[src/rtl/reorder_pkg.sv]
package reorder_pkg;
  typedef struct packed {
    logic valid;
    logic ready;
    logic fault;
    logic store;
  } rob_flags_t;
endpackage

[src/rtl/rob_ptrs.sv]
module rob_ptrs #(
  parameter int DEPTH = 8
) (
  input  logic                     clk_i,
  input  logic                     rst_ni,
  input  logic                     push_i,
  input  logic                     pop_i,
  input  logic                     clear_i,
  output logic [$clog2(DEPTH)-1:0] head_o,
  output logic [$clog2(DEPTH)-1:0] tail_o,
  output logic                     full_o,
  output logic                     empty_o
);
  localparam int IW = $clog2(DEPTH);

  // extra MSB tells full from empty
  logic [IW:0] head_q, tail_q;
  logic [IW:0] occ;

  always_ff @(posedge clk_i or negedge rst_ni) begin
    if (!rst_ni) begin
      head_q <= '0;
      tail_q <= '0;
    end else if (clear_i) begin
      head_q <= '0;
      tail_q <= '0;
    end else begin
      if (push_i) tail_q <= tail_q + 1'b1;
      if (pop_i)  head_q <= head_q + 1'b1;
    end
  end

  assign head_o  = head_q[IW-1:0];
  assign tail_o  = tail_q[IW-1:0];
  assign empty_o = (head_q == tail_q);
  assign full_o  = (head_q[IW-1:0] == tail_q[IW-1:0]) && (head_q[IW] != tail_q[IW]);
  assign occ     = tail_q - head_q;

  AST_NO_OVERFLOW: assert property (@(posedge clk_i) disable iff (!rst_ni)
    push_i |-> !full_o);
  AST_OCC_BOUND: assert property (@(posedge clk_i) disable iff (!rst_ni)
    occ <= (IW+1)'(DEPTH));
  AST_NO_UNDERFLOW: assert property (@(posedge clk_i) disable iff (!rst_ni)
    pop_i |-> !empty_o);
endmodule

[src/rtl/rob_entries.sv]
module rob_entries
  import reorder_pkg::*;
#(
  parameter int DEPTH = 8
) (
  input  logic                     clk_i,
  input  logic                     rst_ni,
  input  logic                     clear_i,
  input  logic                     alloc_i,
  input  logic [$clog2(DEPTH)-1:0] alloc_idx_i,
  input  logic                     alloc_store_i,
  input  logic                     retire_i,
  input  logic [$clog2(DEPTH)-1:0] retire_idx_i,
  input  logic                     cmpl_i,
  input  logic [$clog2(DEPTH)-1:0] cmpl_idx_i,
  input  logic                     cmpl_fault_i,
  input  logic                     viol_i,
  input  logic [$clog2(DEPTH)-1:0] viol_idx_i,
  input  logic [DEPTH-1:0]         viol_mask_i,
  output logic [DEPTH-1:0]         valid_o,
  output logic [DEPTH-1:0]         ready_o,
  output logic [DEPTH-1:0]         fault_o,
  output logic [DEPTH-1:0]         store_o
);
  localparam int IW = $clog2(DEPTH);

  for (genvar e = 0; e < DEPTH; e++) begin : g_ent
    rob_flags_t ent_q;
    logic is_alloc, is_retire, is_cmpl, is_viol;

    assign is_alloc  = alloc_i  && (alloc_idx_i  == IW'(e));
    assign is_retire = retire_i && (retire_idx_i == IW'(e));
    // completions for free slots are dropped
    assign is_cmpl   = cmpl_i   && (cmpl_idx_i   == IW'(e)) && ent_q.valid;
    assign is_viol   = viol_i   && ((viol_idx_i == IW'(e)) || viol_mask_i[e]);

    always_ff @(posedge clk_i or negedge rst_ni) begin
      if (!rst_ni) begin
        ent_q <= '0;
      end else if (clear_i) begin
        ent_q <= '0;
      end else if (is_alloc) begin
        ent_q <= '{valid: 1'b1, ready: 1'b0, fault: 1'b0, store: alloc_store_i};
      end else begin
        if (is_retire) ent_q.valid <= 1'b0;
        if (is_cmpl) begin
          ent_q.ready <= 1'b1;
          ent_q.fault <= cmpl_fault_i;
        end
        // violation beats a same-cycle completion; replay re-executes
        if (is_viol) begin
          ent_q.ready <= 1'b0;
          ent_q.fault <= 1'b0;
        end
      end
    end

    assign valid_o[e] = ent_q.valid;
    assign ready_o[e] = ent_q.ready;
    assign fault_o[e] = ent_q.fault;
    assign store_o[e] = ent_q.store;
  end

  AST_VIOL_KEEP: assert property (@(posedge clk_i) disable iff (!rst_ni)
    (viol_i && valid_o[viol_idx_i] && !clear_i)
    |=> (valid_o[$past(viol_idx_i)] && !ready_o[$past(viol_idx_i)]));
  AST_ALLOC_FREE: assert property (@(posedge clk_i) disable iff (!rst_ni)
    alloc_i |-> !valid_o[alloc_idx_i]);
endmodule

[src/rtl/rob_port_arb.sv]
module rob_port_arb #(
  parameter int REPLAY_CYC = 2
) (
  input  logic clk_i,
  input  logic rst_ni,
  input  logic store_req_i,
  input  logic replay_req_i,
  output logic store_gnt_o,
  output logic replay_gnt_o
);
  localparam int CW = $clog2(REPLAY_CYC + 1);

  logic [CW-1:0] busy_q;
  logic          port_free;

  assign port_free    = (busy_q == '0);
  // retirement first, so replays cannot starve the head
  assign store_gnt_o  = store_req_i && port_free;
  assign replay_gnt_o = replay_req_i && port_free && !store_req_i;

  always_ff @(posedge clk_i or negedge rst_ni) begin
    if (!rst_ni)           busy_q <= '0;
    else if (replay_gnt_o) busy_q <= CW'(REPLAY_CYC - 1);
    else if (!port_free)   busy_q <= busy_q - 1'b1;
  end

  AST_PORT_EXCL: assert property (@(posedge clk_i) disable iff (!rst_ni)
    !(store_gnt_o && replay_gnt_o));
  AST_STORE_WINS: assert property (@(posedge clk_i) disable iff (!rst_ni)
    (store_req_i && replay_req_i && store_gnt_o) |-> !replay_gnt_o);

  if (REPLAY_CYC > 1) begin : g_hold
    AST_REPLAY_HOLD: assert property (@(posedge clk_i) disable iff (!rst_ni)
      replay_gnt_o |=> (!store_gnt_o && !replay_gnt_o));
  end
endmodule

[src/rtl/reorder_buf.sv]
module reorder_buf
  import reorder_pkg::*;
#(
  parameter int DEPTH      = 8,
  parameter int REPLAY_CYC = 2
) (
  input  logic                     clk_i,
  input  logic                     rst_ni,
  input  logic                     disp_valid_i,
  input  logic                     disp_store_i,
  output logic                     disp_ready_o,
  output logic [$clog2(DEPTH)-1:0] disp_idx_o,
  input  logic                     cmpl_valid_i,
  input  logic [$clog2(DEPTH)-1:0] cmpl_idx_i,
  input  logic                     cmpl_fault_i,
  input  logic                     viol_valid_i,
  input  logic [$clog2(DEPTH)-1:0] viol_idx_i,
  input  logic [DEPTH-1:0]         viol_dep_mask_i,
  input  logic                     replay_req_i,
  output logic                     replay_gnt_o,
  output logic                     commit_valid_o,
  output logic [$clog2(DEPTH)-1:0] commit_idx_o,
  output logic                     commit_store_o,
  output logic                     exc_o,
  output logic [$clog2(DEPTH)-1:0] exc_idx_o,
  output logic                     flush_o
);
  localparam int IW = $clog2(DEPTH);

  logic [IW-1:0]    head_idx, tail_idx;
  logic             full, empty;
  logic [DEPTH-1:0] valid_v, ready_v, fault_v, store_v;
  logic             head_viol, head_live, take_exc;
  logic             store_req, store_gnt, do_commit, do_disp;

  // a violation landing on the head this cycle blocks its retirement
  assign head_viol = viol_valid_i && ((viol_idx_i == head_idx) || viol_dep_mask_i[head_idx]);
  assign head_live = valid_v[head_idx] && ready_v[head_idx] && !head_viol;
  assign take_exc  = head_live && fault_v[head_idx];
  assign store_req = head_live && !fault_v[head_idx] && store_v[head_idx];
  assign do_commit = head_live && !fault_v[head_idx] && (!store_v[head_idx] || store_gnt);
  assign do_disp   = disp_valid_i && disp_ready_o;

  assign disp_ready_o   = !full && !take_exc;
  assign disp_idx_o     = tail_idx;
  assign commit_valid_o = do_commit;
  assign commit_idx_o   = head_idx;
  assign commit_store_o = do_commit && store_v[head_idx];
  assign exc_o          = take_exc;
  assign exc_idx_o      = head_idx;
  assign flush_o        = take_exc;

  rob_ptrs #(.DEPTH(DEPTH)) u_ptrs (
    .clk_i   (clk_i),
    .rst_ni  (rst_ni),
    .push_i  (do_disp),
    .pop_i   (do_commit),
    .clear_i (take_exc),
    .head_o  (head_idx),
    .tail_o  (tail_idx),
    .full_o  (full),
    .empty_o (empty)
  );

  rob_entries #(.DEPTH(DEPTH)) u_entries (
    .clk_i         (clk_i),
    .rst_ni        (rst_ni),
    .clear_i       (take_exc),
    .alloc_i       (do_disp),
    .alloc_idx_i   (tail_idx),
    .alloc_store_i (disp_store_i),
    .retire_i      (do_commit),
    .retire_idx_i  (head_idx),
    .cmpl_i        (cmpl_valid_i),
    .cmpl_idx_i    (cmpl_idx_i),
    .cmpl_fault_i  (cmpl_fault_i),
    .viol_i        (viol_valid_i),
    .viol_idx_i    (viol_idx_i),
    .viol_mask_i   (viol_dep_mask_i),
    .valid_o       (valid_v),
    .ready_o       (ready_v),
    .fault_o       (fault_v),
    .store_o       (store_v)
  );

  rob_port_arb #(.REPLAY_CYC(REPLAY_CYC)) u_arb (
    .clk_i        (clk_i),
    .rst_ni       (rst_ni),
    .store_req_i  (store_req),
    .replay_req_i (replay_req_i),
    .store_gnt_o  (store_gnt),
    .replay_gnt_o (replay_gnt_o)
  );

  AST_RETIRE_CLEARS: assert property (@(posedge clk_i) disable iff (!rst_ni)
    commit_valid_o |=> !valid_v[$past(commit_idx_o)]);
  AST_EMPTY_NO_COMMIT: assert property (@(posedge clk_i) disable iff (!rst_ni)
    empty |-> !commit_valid_o && !exc_o);
  AST_FLUSH_PULSE: assert property (@(posedge clk_i) disable iff (!rst_ni)
    flush_o |=> !flush_o);
  AST_FLUSH_EMPTY: assert property (@(posedge clk_i) disable iff (!rst_ni)
    flush_o |=> (valid_v == '0));
  AST_EXC_NOT_COMMIT: assert property (@(posedge clk_i) disable iff (!rst_ni)
    !(exc_o && commit_valid_o));
endmodule

[config.mk]
export PLATFORM = sky130hd
export DESIGN_NAME = reorder_buf
export DESIGN_NICKNAME = d
export VERILOG_FILES = /design/src/rtl/reorder_pkg.sv /design/src/rtl/rob_ptrs.sv /design/src/rtl/rob_entries.sv /design/src/rtl/rob_port_arb.sv /design/src/rtl/reorder_buf.sv
export SDC_FILE = /design/constraint.sdc
export NUM_CORES = 1
export LEC_CHECK = 0
export CAP_MARGIN = 25
export CORE_UTILIZATION = 57
export CTS_BUF_LIST = sky130_fd_sc_hd__clkbuf_4 sky130_fd_sc_hd__clkbuf_8 sky130_fd_sc_hd__clkbuf_16
export DETAILED_ROUTE_END_ITERATION = 8
export DONT_BUFFER_PORTS = 1
export PLACE_DENSITY_LB_ADDON = 0.2
export SETUP_SLACK_MARGIN = 0.3
export SLEW_MARGIN = 20
export SYNTH_ARGS = -nofsm -noshare
export SYNTH_HDL_FRONTEND = slang
export SYNTH_SLANG_ARGS = --single-unit
[constraint.sdc]
create_clock -name clk_i -period 2.4 [get_ports clk_i]
set_input_delay 0.48 -clock clk_i [delete_from_list [all_inputs] [get_ports clk_i]]
set_output_delay 0.48 -clock clk_i [all_outputs]
set_load 0.1 [all_outputs]
Word level (Yosys, flattened, before mapping)
Index checks and enable logic that the tools add are counted.

storage, ports and cells
  bits in registers = 42
  latch bits = 0
  RAM bits = 0
  bits in read-only memories = 0
  input port bits = 22
  output and inout bits = 15
  word-level logic and storage cells = 236
  memories = 0

operators by class
  $add $sub $neg = 3
  multipliers = 0
  divide/modulo/power cells = 0
  magnitude comparators = 1
  equal/unequal tests = 32
  shifts and indexed selects = 0
  muxes and demuxes = 64
  bitwise logic cells = 0
  reductions and logical operators = 101

operators with widths
  kind                   number
  $logic_and A1 B1 Y1    54
  $eq A3 B3 Y1 const B   16
  $mux W4                12
  $mux W2                18
  $reduce_bool A4 Y1     8
  $eq A3 B2 Y1 const B   8
  $mux W3                8
  $reduce_bool A3 Y1     8
  $mux W1                21
  $reduce_bool A2 Y1     10
  $bmux W1 S3            5
  $eq A3 B1 Y1 const B   4
  $logic_not A3 Y1       4
  $logic_or A1 B1 Y1     10
  $add A4 B1 Y4 const B  2
  $eq A3 B3 Y1           2
  $logic_not A1 Y1       6
  $lt A3 B4 Y1 const B   1
  $logic_not A2 Y1       1
  $ne A2 B2 Y1 const B   1
  $sub A2 B1 Y2 const B  1
  $ne A1 B1 Y1           1

Longest topological paths before layout
  word-level depth = 15
  mapped depth = 9
  depth with buffers taken out = 6

Modules after synthesis
Synthesis repeated with hierarchy kept, for this count alone.

unflattened totals
  cell total of the unflattened synthesis = 273
  area total of the unflattened synthesis = 2723.9 um2

modules (own cells, without submodules)
  module        times used  cells each  area each (um2)  sequential area each (um2)
  rob_entries   1           168         1677.9           800.8
  rob_ptrs      1           45          478.0            200.2
  reorder_buf   1           47          442.9            0.0
  rob_port_arb  1           13          125.1            50.0

Worst setup path after synthesis
OpenSTA, ideal clock, no wires.

  path kind = flip-flop to output port
  start = register u_ptrs.head_q[1]
  end = output commit_store_o
  arrival = 3716 ps
  required time = 1920 ps
  setup slack = -1796 ps
  cell stages (with the launch flop) = 7
  buffers on the path = 1
  cells stage by stage = dfrtp_1 > buf_6 > mux4_2 > mux2i_1 > and3_2 > o211ai_1 > nor3b_1

on the way
  longest elaborated chain between the ends = 12
  elaborated cells between the ends (all ways) = 24
  those cells by class = eq/ne (1); mux (10); reduce/logical (13)

RTL lines
  what                           RTL line                              text
  from (decl)                    rob_ptrs.sv:17                        logic [IW:0] head_q, tail_q;
  from (signal assigned)         rob_ptrs.sv:29                        if (pop_i) head_q <= head_q + 1'b1;
  $bmux W1 S3                    reorder_buf.sv:37                     assign head_viol = viol_valid_i && ((viol_idx_i == head_idx) || viol_dep_mask_i[head_idx]);
  $mux W1 (implied by the code)  reorder_buf.sv:37
  $logic_or A1 B1 Y1             reorder_buf.sv:37
  $logic_and A1 B1 Y1            reorder_buf.sv:37
  $logic_not A1 Y1               reorder_buf.sv:38                     assign head_live = valid_v[head_idx] && ready_v[head_idx] && !head_viol;
  $logic_and A1 B1 Y1            reorder_buf.sv:38
  $logic_and A1 B1 Y1            reorder_buf.sv:40, reorder_buf.sv:41
  $logic_and A1 B1 Y1            reorder_buf.sv:40                     assign store_req = head_live && !fault_v[head_idx] && store_v[head_idx];
  $logic_and A1 B1 Y1            rob_port_arb.sv:18                    assign store_gnt_o = store_req_i && port_free;
  $logic_or A1 B1 Y1             reorder_buf.sv:41                     assign do_commit = head_live && !fault_v[head_idx] && (!store_v[head_idx] || store_gnt);
  $logic_and A1 B1 Y1            reorder_buf.sv:41
  $logic_and A1 B1 Y1 *          reorder_buf.sv:48                     assign commit_store_o = do_commit && store_v[head_idx];
  to (decl)                      reorder_buf.sv:23                     output logic commit_store_o,

Mark *: on every way between the ends. The rest lies on a longest branch, timed or not. The select of a mux whose other input is x is not followed.

Worst setup path in the final report
  start = register u_ptrs.head_q[2]
  end = output replay_gnt_o

on the way
  longest elaborated chain between the ends = 10
  elaborated cells between the ends (all ways) = 21
  those cells by class = eq/ne (1); mux (10); reduce/logical (10)

RTL lines
  what                           RTL line            text
  $bmux W1 S3                    reorder_buf.sv:37
  $mux W1 (implied by the code)  reorder_buf.sv:37
  $logic_or A1 B1 Y1             reorder_buf.sv:37
  $logic_and A1 B1 Y1            reorder_buf.sv:37
  $logic_not A1 Y1               reorder_buf.sv:38
  $logic_and A1 B1 Y1            reorder_buf.sv:38
  $logic_and A1 B1 Y1            reorder_buf.sv:40
  $logic_and A1 B1 Y1 *          reorder_buf.sv:40
  $logic_not A1 Y1 *             rob_port_arb.sv:19  assign replay_gnt_o = replay_req_i && port_free && !store_req_i;
  $logic_and A1 B1 Y1 *          rob_port_arb.sv:19
  to (decl)                      reorder_buf.sv:20   output logic replay_gnt_o,

Marks and branches as above.

==> flow_metrics.tcl <==
set metrics [dict create \
    drt_wl_total_mm 8.39 \
    final_common_cell "dfrtp_1" \
    dp_hpwl_mm 4.93 \
    rows 24 \
    rr_endpoint "u_ptrs.head_q[1]$_DFFE_PN0P_" \
    final.fill_count 245 \
    status "complete, but fails checks" \
    final-hold-violation-count 0 \
    netlist_area_mm2 0.00274 \
    track_usage_pct 29.8 \
    io_pins 37 \
    path_class "reg2out" \
    finalWorstSetupSlack_ns -0.491 \
    syn2layout_area_growth_pct 32.7 \
    rsz0062_at_grt "yes" \
    ys_async_sr_fraction_pct 100 \
    multiInputGateArea_mm2 0.00173 \
    p_leak_uw 0.00159 \
    antenna_found_initial 0 \
    worst-path-max-fanout 12 \
    gr-total-overflow 0 \
    start_util_pct 61.2 \
    crit_path_start_kind "register" \
    grt_pass1_vias 2351 \
    r2r_slack_ns -0.07 \
    synth_edf_count 0 \
    fin_crit_sh_pct 120 \
    antenna_cells 0 \
    die_area_mm2 0.00508 \
    drive_gt1_share_pct 38.0 \
    rr_worst_depth 13 \
    ant_nets 0 \
    tns_ns -3.08 \
    gp_congestion 0.859 \
    ys_seq_elements 42 \
    htreeDepth 2 \
    grt_max_degree 43 \
    die_w_um 71.3 \
    worst_slew_pin_slew_ns 0.561 \
    cts_tree "built" \
    yosys.cell_types.count 45 \
    avgSynthCellArea_um2 9.31 \
    critPathArrivalTime_ns 2.41 \
    drt_iter0_markers 300 \
    post-place-cells 344 \
    dp_slack_ns -0.0738 \
    synth_ff_type "dfrtp_1" \
    ys_seq_area_share_pct 38.4 \
    final_cell_mix "dfrtp_1, buf_4, inv_1" \
    path_cells "buf_4 > nor2b_1 > o211ai_1 > o211a_1 > o211ai_1 > o21a_1 > and2_4" \
    wl_per_cell_um 22.3 \
    cts_inserted_buffers 5 \
    synthCells 294 \
    clkTransAtPathRegs_ns 0.09 \
    final_max_slew_viol_count 0 \
    drt_first_pass_iters 7 \
    hold_path.class "in2async" \
    clk_latency_ns 0.30 \
    synth_warnings 0 \
    cts.sink_count 42 \
    syn_nets 329 \
    core_area_mm2 0.00447 \
    fin_worst_skew_ns 0.00788 \
    crit_top_cell "o211ai_1" \
    power_per_cell_area_mw_per_mm2 1370 \
    whs_ns 0.00359 \
    layout.nets 358 \
    p_total_uw 4980 \
    clockBufferDepth 2 \
    violations "DRC, setup timing" \
    reg2reg_from "u_ptrs.head_q[2]$_DFFE_PN0P_" \
    vias 2482 \
    max_stage_delay_ns 0.53 \
    io_buffers 0 \
    crit_slowest_cell "dfrtp_2" \
    vdd_drop_max_v 0.000977 \
    die_h_um 71.3 \
    regArea_mm2 0.00105 \
    avgViaCountPerCell 6.60 \
    fmax_mhz 346 \
    drc_errors 2 \
    instances_no_fill 376 \
    maxCapViolations 0 \
    crit_required_ns 1.92 \
    relSlewSlack_pct 62.6 \
    cp-end-kind "output port" \
    grt_pass1_wl_mm 11.5 \
    cts_root_buf "clkbuf_8" \
    setup_viol 18 \
    period_minus_slack_ns 2.89 \
]
-- synth_stat cells, types with 3 or more instances --
master	n	area share (%)
ha_1	13	5.9
nor2_1	15	2.1
xnor2_1	4	1.3
o211ai_1	5	1.4
a21oi_1	19	3.5
and2_1	5	1.1
o31ai_1	6	1.6
nand3_1	21	3.8
and3_1	4	0.91
mux4_2	4	3.3
nand4_1	8	1.8
buf_6	5	2.1
a31oi_1	5	1.1
inv_1	25	3.4
o21ai_0	8	1.5
nor3_1	6	1.1
buf_2	5	0.91
clkbuf_1	3	0.41
mux2i_1	17	6.2
dfrtp_1	42	38
xor2_1	5	1.6
nand2_1	22	3.0
buf_4	10	2.7
buf_1	3	0.41
nor2b_1	8	1.8
-- cell type report --
type	instances	area share, %
multi-input combinational	200	47.6
sequential	42	29.0
timing repair buffer	48	15.5
inverter	26	2.96
clock buffer	7	2.31
tap	52	1.79
clock inverter	1	0.827
-- layer usage --
| metal | vias to the layer above | track usage [%] | part of all wire, % |
|---|---|---|---|
| met5 | - | 0 | 0 |
| met4 | 0 | 9.33 | 4.2 |
| met3 | 41 | 6.05 | 9.0 |
| met2 | 169 | 49.8 | 48 |
| met1 | 1201 | 39.1 | 39 |
| li1 | 1071 | - | - |
-- sequential cells by signal, summed over array words and instances (netlist names) --
| register | cells |
|---|---|
| u_arb.busy_q | 2 |
| u_entries.store_o | 8 |
| u_entries.ready_o | 8 |
| u_entries.fault_o | 8 |
| u_entries.valid_o | 8 |
| u_ptrs.head_q | 4 |
| u_ptrs.tail_q | 4 |
-- what timing repair did --
item	CTS	global route
buffers inserted	9	10
endpoints found under the hold margin	42	0
hold buffers	1	0
cloned	1	3
setup endpoints to repair	35	48
resized for setup	31	56
pin swaps	10	16
-- stage by stage --
stage / cell area (µm²) / util [%]
after floorplan: 2800 / -
after global placement: 2900 / 64.8
after detailed placement: 2900 / 64.8
after CTS: 3270 / 73.1
after global routing: 3630 / 81.2
final: 3630 / 81.2
-- power by group --
part | total [µW] | leakage (µW) | internal [µW] | switching (µW)
combinational | 3190 | 0.00101 | 1240 | 1950
sequential | 1190 | 0.000518 | 933 | 260
clock | 595 | 0.0000593 | 334 | 261
total | 4980 | 0.00159 | 2510 | 2470
-- worst max-delay path: cells and delay by family (launching register included) --
family,cells,cell delay (ns)
and+or+nand+nor,2,0.58
buffers and inverters,1,0.20
DFF,1,0.53
AOI/OAI and AO/OA,4,0.80
-- cell families (layout without fill, tap and decap cells) --
family	count (synthesis)	in the layout	share of synthesized area (%)
and+or+nand+nor	97	97	17.9
AOI/OAI and AO/OA	59	59	14.8
buffers and inverters	52	82	10.1
DFF	42	42	38.4
muxes	22	22	9.92
adders and majority gates	13	13	5.94
xor gates and xnor gates	9	9	2.88
-- worst max path at each step --
stage                     slack [ns]              to  cells past startpoint                          from
after floorplan                -0.46  commit_store_o                      6  u_ptrs.head_q[1]$_DFFE_PN0P_
after global placement         -0.06    replay_gnt_o                      7  u_ptrs.head_q[1]$_DFFE_PN0P_
after detailed placement       -0.07    replay_gnt_o                      6  u_ptrs.head_q[1]$_DFFE_PN0P_
after CTS                      -0.40    replay_gnt_o                      6  u_ptrs.head_q[1]$_DFFE_PN0P_
after global routing           -0.55    replay_gnt_o                      7  u_ptrs.head_q[2]$_DFFE_PN0P_
final                          -0.49    replay_gnt_o                      7  u_ptrs.head_q[2]$_DFFE_PN0P_
No activity file was read; power rests on OpenSTA's default activity.
